File: src/rtl/tx2w_pkg.sv
`timescale 1ns/1ps
// Shared types and waveform tables for the alternating-clock transmitter.
// Assumes: levels are returned as {a_high, b_high}; 1 means line released.
package tx2w_pkg;

    typedef enum logic [2:0] {
        ST_IDLE,
        ST_SYNC,
        ST_WAIT,
        ST_WORD,
        ST_CSUM,
        ST_END
    } tx_state_e;

    localparam int QIDX_W        = 5;
    localparam int SYNC_QUARTERS = 22;
    localparam int END_QUARTERS  = 13;
    localparam int BIT_QUARTERS  = 4;
    localparam int CSUM_BITS     = 8;

    // Line levels for one quarter of the sync prologue.
    function automatic logic [1:0] sync_level(input logic [QIDX_W-1:0] idx);
        logic [QIDX_W-1:0] k;
        k = idx - QIDX_W'(2);
        if (idx < QIDX_W'(2))       return 2'b01;
        else if (idx < QIDX_W'(18)) return {1'b0, k[1]};
        else if (idx < QIDX_W'(20)) return 2'b11;
        else                        return 2'b10;
    endfunction

    // Line levels for one quarter of the closing epilogue.
    function automatic logic [1:0] end_level(input logic [QIDX_W-1:0] idx);
        case (idx)
            QIDX_W'(0), QIDX_W'(1):                          return 2'b11;
            QIDX_W'(6), QIDX_W'(7), QIDX_W'(10), QIDX_W'(11): return 2'b00;
            default:                                         return 2'b10;
        endcase
    endfunction

    // Line levels for one quarter of a data bit; phase2 swaps strobe and data.
    function automatic logic [1:0] bit_level(input logic phase2,
                                             input logic bitv,
                                             input logic [1:0] q);
        logic strobe_hi;
        logic data_lvl;
        strobe_hi = (q < 2'd2);
        data_lvl  = (q == 2'd3) ? 1'b1 : bitv;
        return phase2 ? {data_lvl, strobe_hi} : {strobe_hi, data_lvl};
    endfunction

endpackage

File: src/rtl/tx2w_quarter_timer.sv
`timescale 1ns/1ps
// Quarter-phase timer: counts QCLK clocks while run is high and pulses tick
// on the last clock of each quarter. Assumes run drops between segments that
// must restart from a fresh quarter.
module tx2w_quarter_timer #(
    parameter int QCLK = 12
) (
    input  logic clk,
    input  logic rst_n,
    input  logic run,
    output logic tick
);
    localparam int CW = (QCLK > 1) ? $clog2(QCLK) : 1;
    localparam logic [CW-1:0] LAST = CW'(QCLK - 1);

    logic [CW-1:0] cnt;

    // Count clocks within a quarter; restart whenever the timer is stopped.
    always_ff @(posedge clk) begin
        if (!rst_n || !run) cnt <= '0;
        else if (cnt == LAST) cnt <= '0;
        else cnt <= cnt + CW'(1);
    end

    assign tick = run && (cnt == LAST);
endmodule

File: src/rtl/tx2w_payload_shifter.sv
`timescale 1ns/1ps
// Payload datapath: holds the word being sent (MSB leaves first) and folds
// every accepted word into the running byte-wise XOR checksum, which is then
// shifted out MSB first. Assumes WORD_W is a multiple of 8.
module tx2w_payload_shifter #(
    parameter int WORD_W = 32
) (
    input  logic              clk,
    input  logic              rst_n,
    input  logic              clear,
    input  logic              load,
    input  logic [WORD_W-1:0] word_in,
    input  logic              shift_word,
    input  logic              shift_csum,
    output logic              word_msb,
    output logic              csum_msb
);
    localparam int BYTES = WORD_W / 8;

    logic [WORD_W-1:0] shreg;
    logic [7:0]        acc;
    logic [7:0]        fold [0:BYTES];

    assign fold[0] = 8'h00;
    for (genvar g = 0; g < BYTES; g++) begin : g_fold
        assign fold[g+1] = fold[g] ^ word_in[g*8 +: 8];
    end

    // Word register: load on acceptance, shift toward the MSB per bit sent.
    always_ff @(posedge clk) begin
        if (!rst_n) shreg <= '0;
        else if (load) shreg <= word_in;
        else if (shift_word) shreg <= {shreg[WORD_W-2:0], 1'b0};
    end

    // Checksum: clear per frame, fold each word, shift out during its segment.
    always_ff @(posedge clk) begin
        if (!rst_n || clear) acc <= 8'h00;
        else if (load) acc <= acc ^ fold[BYTES];
        else if (shift_csum) acc <= {acc[6:0], 1'b0};
    end

    assign word_msb = shreg[WORD_W-1];
    assign csum_msb = acc[7];
endmodule

File: src/rtl/tx2w_line_encoder.sv
`timescale 1ns/1ps
// Line encoder: decodes the sequencer state into the two pull-low outputs.
// Assumes qidx holds the quarter within sync/epilogue or within a bit.
module tx2w_line_encoder
    import tx2w_pkg::*;
(
    input  tx_state_e         state,
    input  logic [QIDX_W-1:0] qidx,
    input  logic              data_bit,
    input  logic              phase2,
    output logic              a_pull_low,
    output logic              b_pull_low
);
    logic [1:0] lvl;

    // Select released/pulled levels for the current segment and quarter.
    always_comb begin
        case (state)
            ST_SYNC:          lvl = sync_level(qidx);
            ST_WAIT:          lvl = 2'b10;
            ST_WORD, ST_CSUM: lvl = bit_level(phase2, data_bit, qidx[1:0]);
            ST_END:           lvl = end_level(qidx);
            default:          lvl = 2'b11;
        endcase
    end

    assign a_pull_low = ~lvl[1];
    assign b_pull_low = ~lvl[0];
endmodule

File: src/rtl/tx2w_transmitter.sv
`timescale 1ns/1ps
// Frame transmitter top: sequences sync, payload words, checksum and epilogue
// on a two-wire bus whose lines swap strobe/data roles every bit. Assumes the
// word source answers ready; the bus rests at phase-1 levels while it waits.
module tx2w_transmitter
    import tx2w_pkg::*;
#(
    parameter int WORD_W = 32,
    parameter int CNT_W  = 8,
    parameter int QCLK   = 12
) (
    input  logic              clk,
    input  logic              rst_n,
    input  logic              start_i,
    input  logic [CNT_W-1:0]  word_count_i,
    input  logic [WORD_W-1:0] word_i,
    input  logic              word_valid_i,
    output logic              word_ready_o,
    output logic              a_pull_low_o,
    output logic              b_pull_low_o,
    output logic              busy_o
);
    localparam int BIT_W = $clog2(WORD_W);
    localparam logic [QIDX_W-1:0] SYNC_LAST = QIDX_W'(SYNC_QUARTERS - 1);
    localparam logic [QIDX_W-1:0] END_LAST  = QIDX_W'(END_QUARTERS - 1);
    localparam logic [QIDX_W-1:0] BIT_LAST  = QIDX_W'(BIT_QUARTERS - 1);
    localparam logic [BIT_W-1:0]  WORD_LAST = BIT_W'(WORD_W - 1);
    localparam logic [BIT_W-1:0]  CSUM_LAST = BIT_W'(CSUM_BITS - 1);

    tx_state_e         state;
    logic [QIDX_W-1:0] qidx;
    logic [BIT_W-1:0]  bitcnt;
    logic [CNT_W-1:0]  words_left;
    logic              tick;
    logic              run;
    logic              take_start;
    logic              accept;
    logic              bit_done;
    logic              word_msb;
    logic              csum_msb;
    logic              data_bit;

    assign take_start = (state == ST_IDLE) && start_i;
    assign accept     = (state == ST_WAIT) && word_valid_i;
    assign run        = (state != ST_IDLE) && (state != ST_WAIT);
    assign bit_done   = tick && (qidx == BIT_LAST);
    assign data_bit   = (state == ST_CSUM) ? csum_msb : word_msb;

    tx2w_quarter_timer #(.QCLK(QCLK)) u_timer (
        .clk  (clk),
        .rst_n(rst_n),
        .run  (run),
        .tick (tick)
    );

    tx2w_payload_shifter #(.WORD_W(WORD_W)) u_shift (
        .clk       (clk),
        .rst_n     (rst_n),
        .clear     (take_start),
        .load      (accept),
        .word_in   (word_i),
        .shift_word((state == ST_WORD) && bit_done),
        .shift_csum((state == ST_CSUM) && bit_done),
        .word_msb  (word_msb),
        .csum_msb  (csum_msb)
    );

    tx2w_line_encoder u_enc (
        .state     (state),
        .qidx      (qidx),
        .data_bit  (data_bit),
        .phase2    (bitcnt[0]),
        .a_pull_low(a_pull_low_o),
        .b_pull_low(b_pull_low_o)
    );

    // Frame sequencer: segment state, quarter index, bit index, words left.
    always_ff @(posedge clk) begin
        if (!rst_n) begin
            state      <= ST_IDLE;
            qidx       <= '0;
            bitcnt     <= '0;
            words_left <= '0;
        end else begin
            case (state)
                ST_IDLE: begin
                    if (start_i) begin
                        state      <= ST_SYNC;
                        qidx       <= '0;
                        bitcnt     <= '0;
                        words_left <= word_count_i;
                    end
                end
                ST_SYNC: begin
                    if (tick) begin
                        if (qidx == SYNC_LAST) begin
                            qidx   <= '0;
                            bitcnt <= '0;
                            state  <= (words_left == '0) ? ST_CSUM : ST_WAIT;
                        end else begin
                            qidx <= qidx + QIDX_W'(1);
                        end
                    end
                end
                ST_WAIT: begin
                    if (word_valid_i) begin
                        state  <= ST_WORD;
                        qidx   <= '0;
                        bitcnt <= '0;
                    end
                end
                ST_WORD: begin
                    if (bit_done) begin
                        qidx <= '0;
                        if (bitcnt == WORD_LAST) begin
                            bitcnt     <= '0;
                            words_left <= words_left - CNT_W'(1);
                            state      <= (words_left == CNT_W'(1)) ? ST_CSUM : ST_WAIT;
                        end else begin
                            bitcnt <= bitcnt + BIT_W'(1);
                        end
                    end else if (tick) begin
                        qidx <= qidx + QIDX_W'(1);
                    end
                end
                ST_CSUM: begin
                    if (bit_done) begin
                        qidx <= '0;
                        if (bitcnt == CSUM_LAST) begin
                            bitcnt <= '0;
                            state  <= ST_END;
                        end else begin
                            bitcnt <= bitcnt + BIT_W'(1);
                        end
                    end else if (tick) begin
                        qidx <= qidx + QIDX_W'(1);
                    end
                end
                ST_END: begin
                    if (tick) begin
                        if (qidx == END_LAST) begin
                            qidx  <= '0;
                            state <= ST_IDLE;
                        end else begin
                            qidx <= qidx + QIDX_W'(1);
                        end
                    end
                end
                default: state <= ST_IDLE;
            endcase
        end
    end

    assign busy_o       = (state != ST_IDLE);
    assign word_ready_o = (state == ST_WAIT);
endmodule

File: config.mk
export PLATFORM = sky130hd
export DESIGN_NAME = tx2w_transmitter
export DESIGN_NICKNAME = d
export VERILOG_FILES = /design/src/rtl/tx2w_pkg.sv /design/src/rtl/tx2w_quarter_timer.sv /design/src/rtl/tx2w_payload_shifter.sv /design/src/rtl/tx2w_line_encoder.sv /design/src/rtl/tx2w_transmitter.sv
export SDC_FILE = /design/constraint.sdc
export NUM_CORES = 1
export LEC_CHECK = 0
export ABC_AREA = 1
export BUFFER_PORTS_ARGS = -buffer_cell sky130_fd_sc_hd__clkbuf_2
export CAP_MARGIN = 20
export CORE_MARGIN = 5
export CORE_UTILIZATION = 55
export DETAILED_ROUTE_END_ITERATION = 16
export HOLD_SLACK_MARGIN = 0.03
export PLACE_DENSITY = 0.75
export SETUP_SLACK_MARGIN = 0.4
export SYNTH_ARGS = -nofsm -noshare
export SYNTH_HDL_FRONTEND = slang
export SYNTH_SLANG_ARGS = --single-unit
File: constraint.sdc
create_clock -name clk -period 2.3 [get_ports clk]
set_clock_uncertainty 0.05 [all_clocks]
set_input_delay 0.69 -clock clk [delete_from_list [all_inputs] [get_ports clk]]
set_output_delay 0.69 -clock clk [all_outputs]
set_load 0.02 [all_outputs]
==> metrics <==
status=complete, but fails checks; violated checks=negative setup slack; Global Route Usage Sum=0.233; WL final=about 11000 µm; H-Tree Depth=3; Num CTS Buffers=9; core area=7650 µm²; Worst IR Drop VDD=0.000536 V; Yosys warning total=0; sequential area share after synthesis=0.306; HP Class=flop to flop; R2R Setup Slk=about 0.47 ns; final worst slack=-0.0683 ns; CP top delay family=flip-flops; Worst path max stage delay=0.41 ns; Die Height=98.0 µm; top post-synthesis cells by area=dfxtp_1 (31%), nand2_1 (22%), nand3_1 (9.2%), inv_1 (4.8%), a21oi_1 (4.7%); n_diodes=0; fin nets=800; Clock Path Buffers=2; share of layout cells above drive strength 1=0.218; worst-skew pair later-pin latency=0.35 ns; I/O pins=48; Leakage=approximately 2.4 nW; RSZ-0062 raised after global routing=true; Sink Count=65; first-pass GRT wire length=roughly 19000 µm; f_max=roughly 0.42 GHz; Core Rows=32; vias in the first global route=4138; Critical Path Sink Type=output port; TritonCTS clock tree=done; hold path depth=1; Starting Density=0.556; Arrival @ worst endpoint=approximately 1.6 ns; endpoints failing hold=0; Pwr Total=0.00454 W; IO buf count=between 40 and 50; P per Cell Area=865 nW/µm²; RR Endpoint=u_shift.shreg[29]; r2r worst-path depth=12; Slowest cell on crit path=dfxtp_4; CTS clk-pin slew, worst paths=0.08 ns; Layout Cells excl Fill=854; wire length per cell=13.3 µm; most frequent cells in the layout=nand2_1 (247), nand3_1 (76), dfxtp_1 (57); commonest non-fill, non-tap cell in the layout=nand2_1; syn_area_per_cell=6.21 µm²; top-area cell type share of the netlist area=0.306; initial antenna violation count=0; Setup Viol. Count Final=2; mapped cell area=4260 µm²; relative slew slack=0.720; Crit Path Class=flop to output port; reg2reg start=state[0]; minimum clock period=2.37 ns; area delta synth->final=23.4%; worst endpoint required time=1.56 ns; clk root buf=clkbuf_8; CP Launch Type=flop; Remaining Overflow, GRT=0; Placer Congestion=0.874; vias per cell=5.30; Iteration-0 DRC Markers=274; largest net degree at the start of global routing=42; DRT antenna net count=0; Max-Cap Viols=0; Inst Count DP=just over 800; worst slew pin tran=0.418 ns; via count=4523; Post-Synthesis Cells=~690; min-delay src=u_timer.cnt[0]; die area=9600 µm²; Setup TNS=-0.113 ns; CP Max Fanout=4; period utilisation layout=1.03; number of synthesized register bits=65; Detailed Place HPWL=roughly 7900 µm; syn nets=738; max-slew violations=0; CP bufs+invs=2; first-pass iteration count of the detailed router=5; Remaining DRCs=0; Endpoint, Worst Hold=u_timer.cnt[0]; post-synth cell types=32; Die X=98.0 µm; dominant cell type by area after synthesis=dfxtp_1; crit path cell chain=inv_6 -> ha_4 -> o2111ai_2 -> o211ai_1 -> nor3_4 -> clkbuf_8
-- synth_stat cells, drive strengths merged --
master   count
ha           9
inv         60
xor2        20
dfxtp       65
o21bai       2
clkbuf      10
buf         15
and2         1
o2111ai      1
nand2      262
nor3         3
nand3       80
nor2        53
a31oi        1
xnor2       11
o21ai       24
or2          3
a21oi       50
nand3b       5
clkinv       1
nand4        7
o211ai       2
-- metal layers --
layer / wire length (µm) / GRT usage / vias to the layer above
li1: - / - / 2312
met1: 5190 / 0.326 / 2075
met2: 5290 / 0.369 / 121
met3: 719 / 0.0443 / 15
met4: 133 / 0.0618 / 0
met5: 0 / 0 / -
-- repair_timing --
| action | 4_1_cts | 5_1_grt |
|---|---|---|
| buffers inserted | 9 | 6 |
| endpoints found under the setup margin | 43 | 59 |
| cloned | 0 | 2 |
| gates resized for setup | 35 | 25 |
| hold endpoints to repair | 0 | 0 |
| hold buffers | 0 | 0 |
| pin swaps | 6 | 7 |
-- kinds of logic after synthesis --
logic type / after synthesis / synth area share
AO/OA/AOI/OAI: 80 / 0.106
XOR/XNOR: 31 / 0.0638
adder cells (fa/ha/maj): 9 / 0.0265
buffers and inverters: 86 / 0.0832
flip-flops: 65 / 0.306
AND/OR/NAND/NOR: 414 / 0.414
-- metrics by stage --
step	worst slack, ns	utilization	hold slack (ns)	area [µm²]
after detailed placement	0.154	0.608	0.394	4650
final	-0.0683	0.687	0.409	5250
after global routing	-0.147	0.687	0.444	5250
after floorplan	0.383	-	0.368	4310
after CTS	-0.131	0.664	0.411	5080
after global placement	0.183	0.608	0.380	4650
-- worst max-delay path by stage --
stage	start	end	depth (start not counted)
detailed placement	state[1]	b_pull_low_o	7
finish	qidx[1]	b_pull_low_o	6
global placement	state[1]	b_pull_low_o	7
CTS	qidx[1]	b_pull_low_o	6
floorplan	state[1]	a_pull_low_o	8
global route	state[0]	b_pull_low_o	8
-- area by class of cell --
| class | instances | area [µm²] |
|---|---|---|
| well taps | 102 | 128 |
| flip-flops and latches | 65 | 1320 |
| multi-input cells | 535 | 2790 |
| repair buffers | 75 | 520 |
| fillers | 690 | 2390 |
| clock inverters | 5 | 85.1 |
| inverters | 61 | 249 |
| clock buffers | 11 | 153 |
-- report_power, final --
part	switching, W	total (W)	internal, W
Clock	0.000486	0.00117	0.000683
Sequential	0.000144	0.00139	0.00125
Combinational	0.00120	0.00198	0.000783
Total	0.00183	0.00454	0.00271
-- registers in the layout, summed over array words and instances (netlist names) --
| signal | flops |
|---|---|
| qidx | 5 |
| u_timer.cnt | 4 |
| u_shift.acc | 8 |
| bitcnt | 5 |
| u_shift.shreg | 32 |
| words_left | 8 |
| state | 3 |
(Power assumes the default switching activity.)
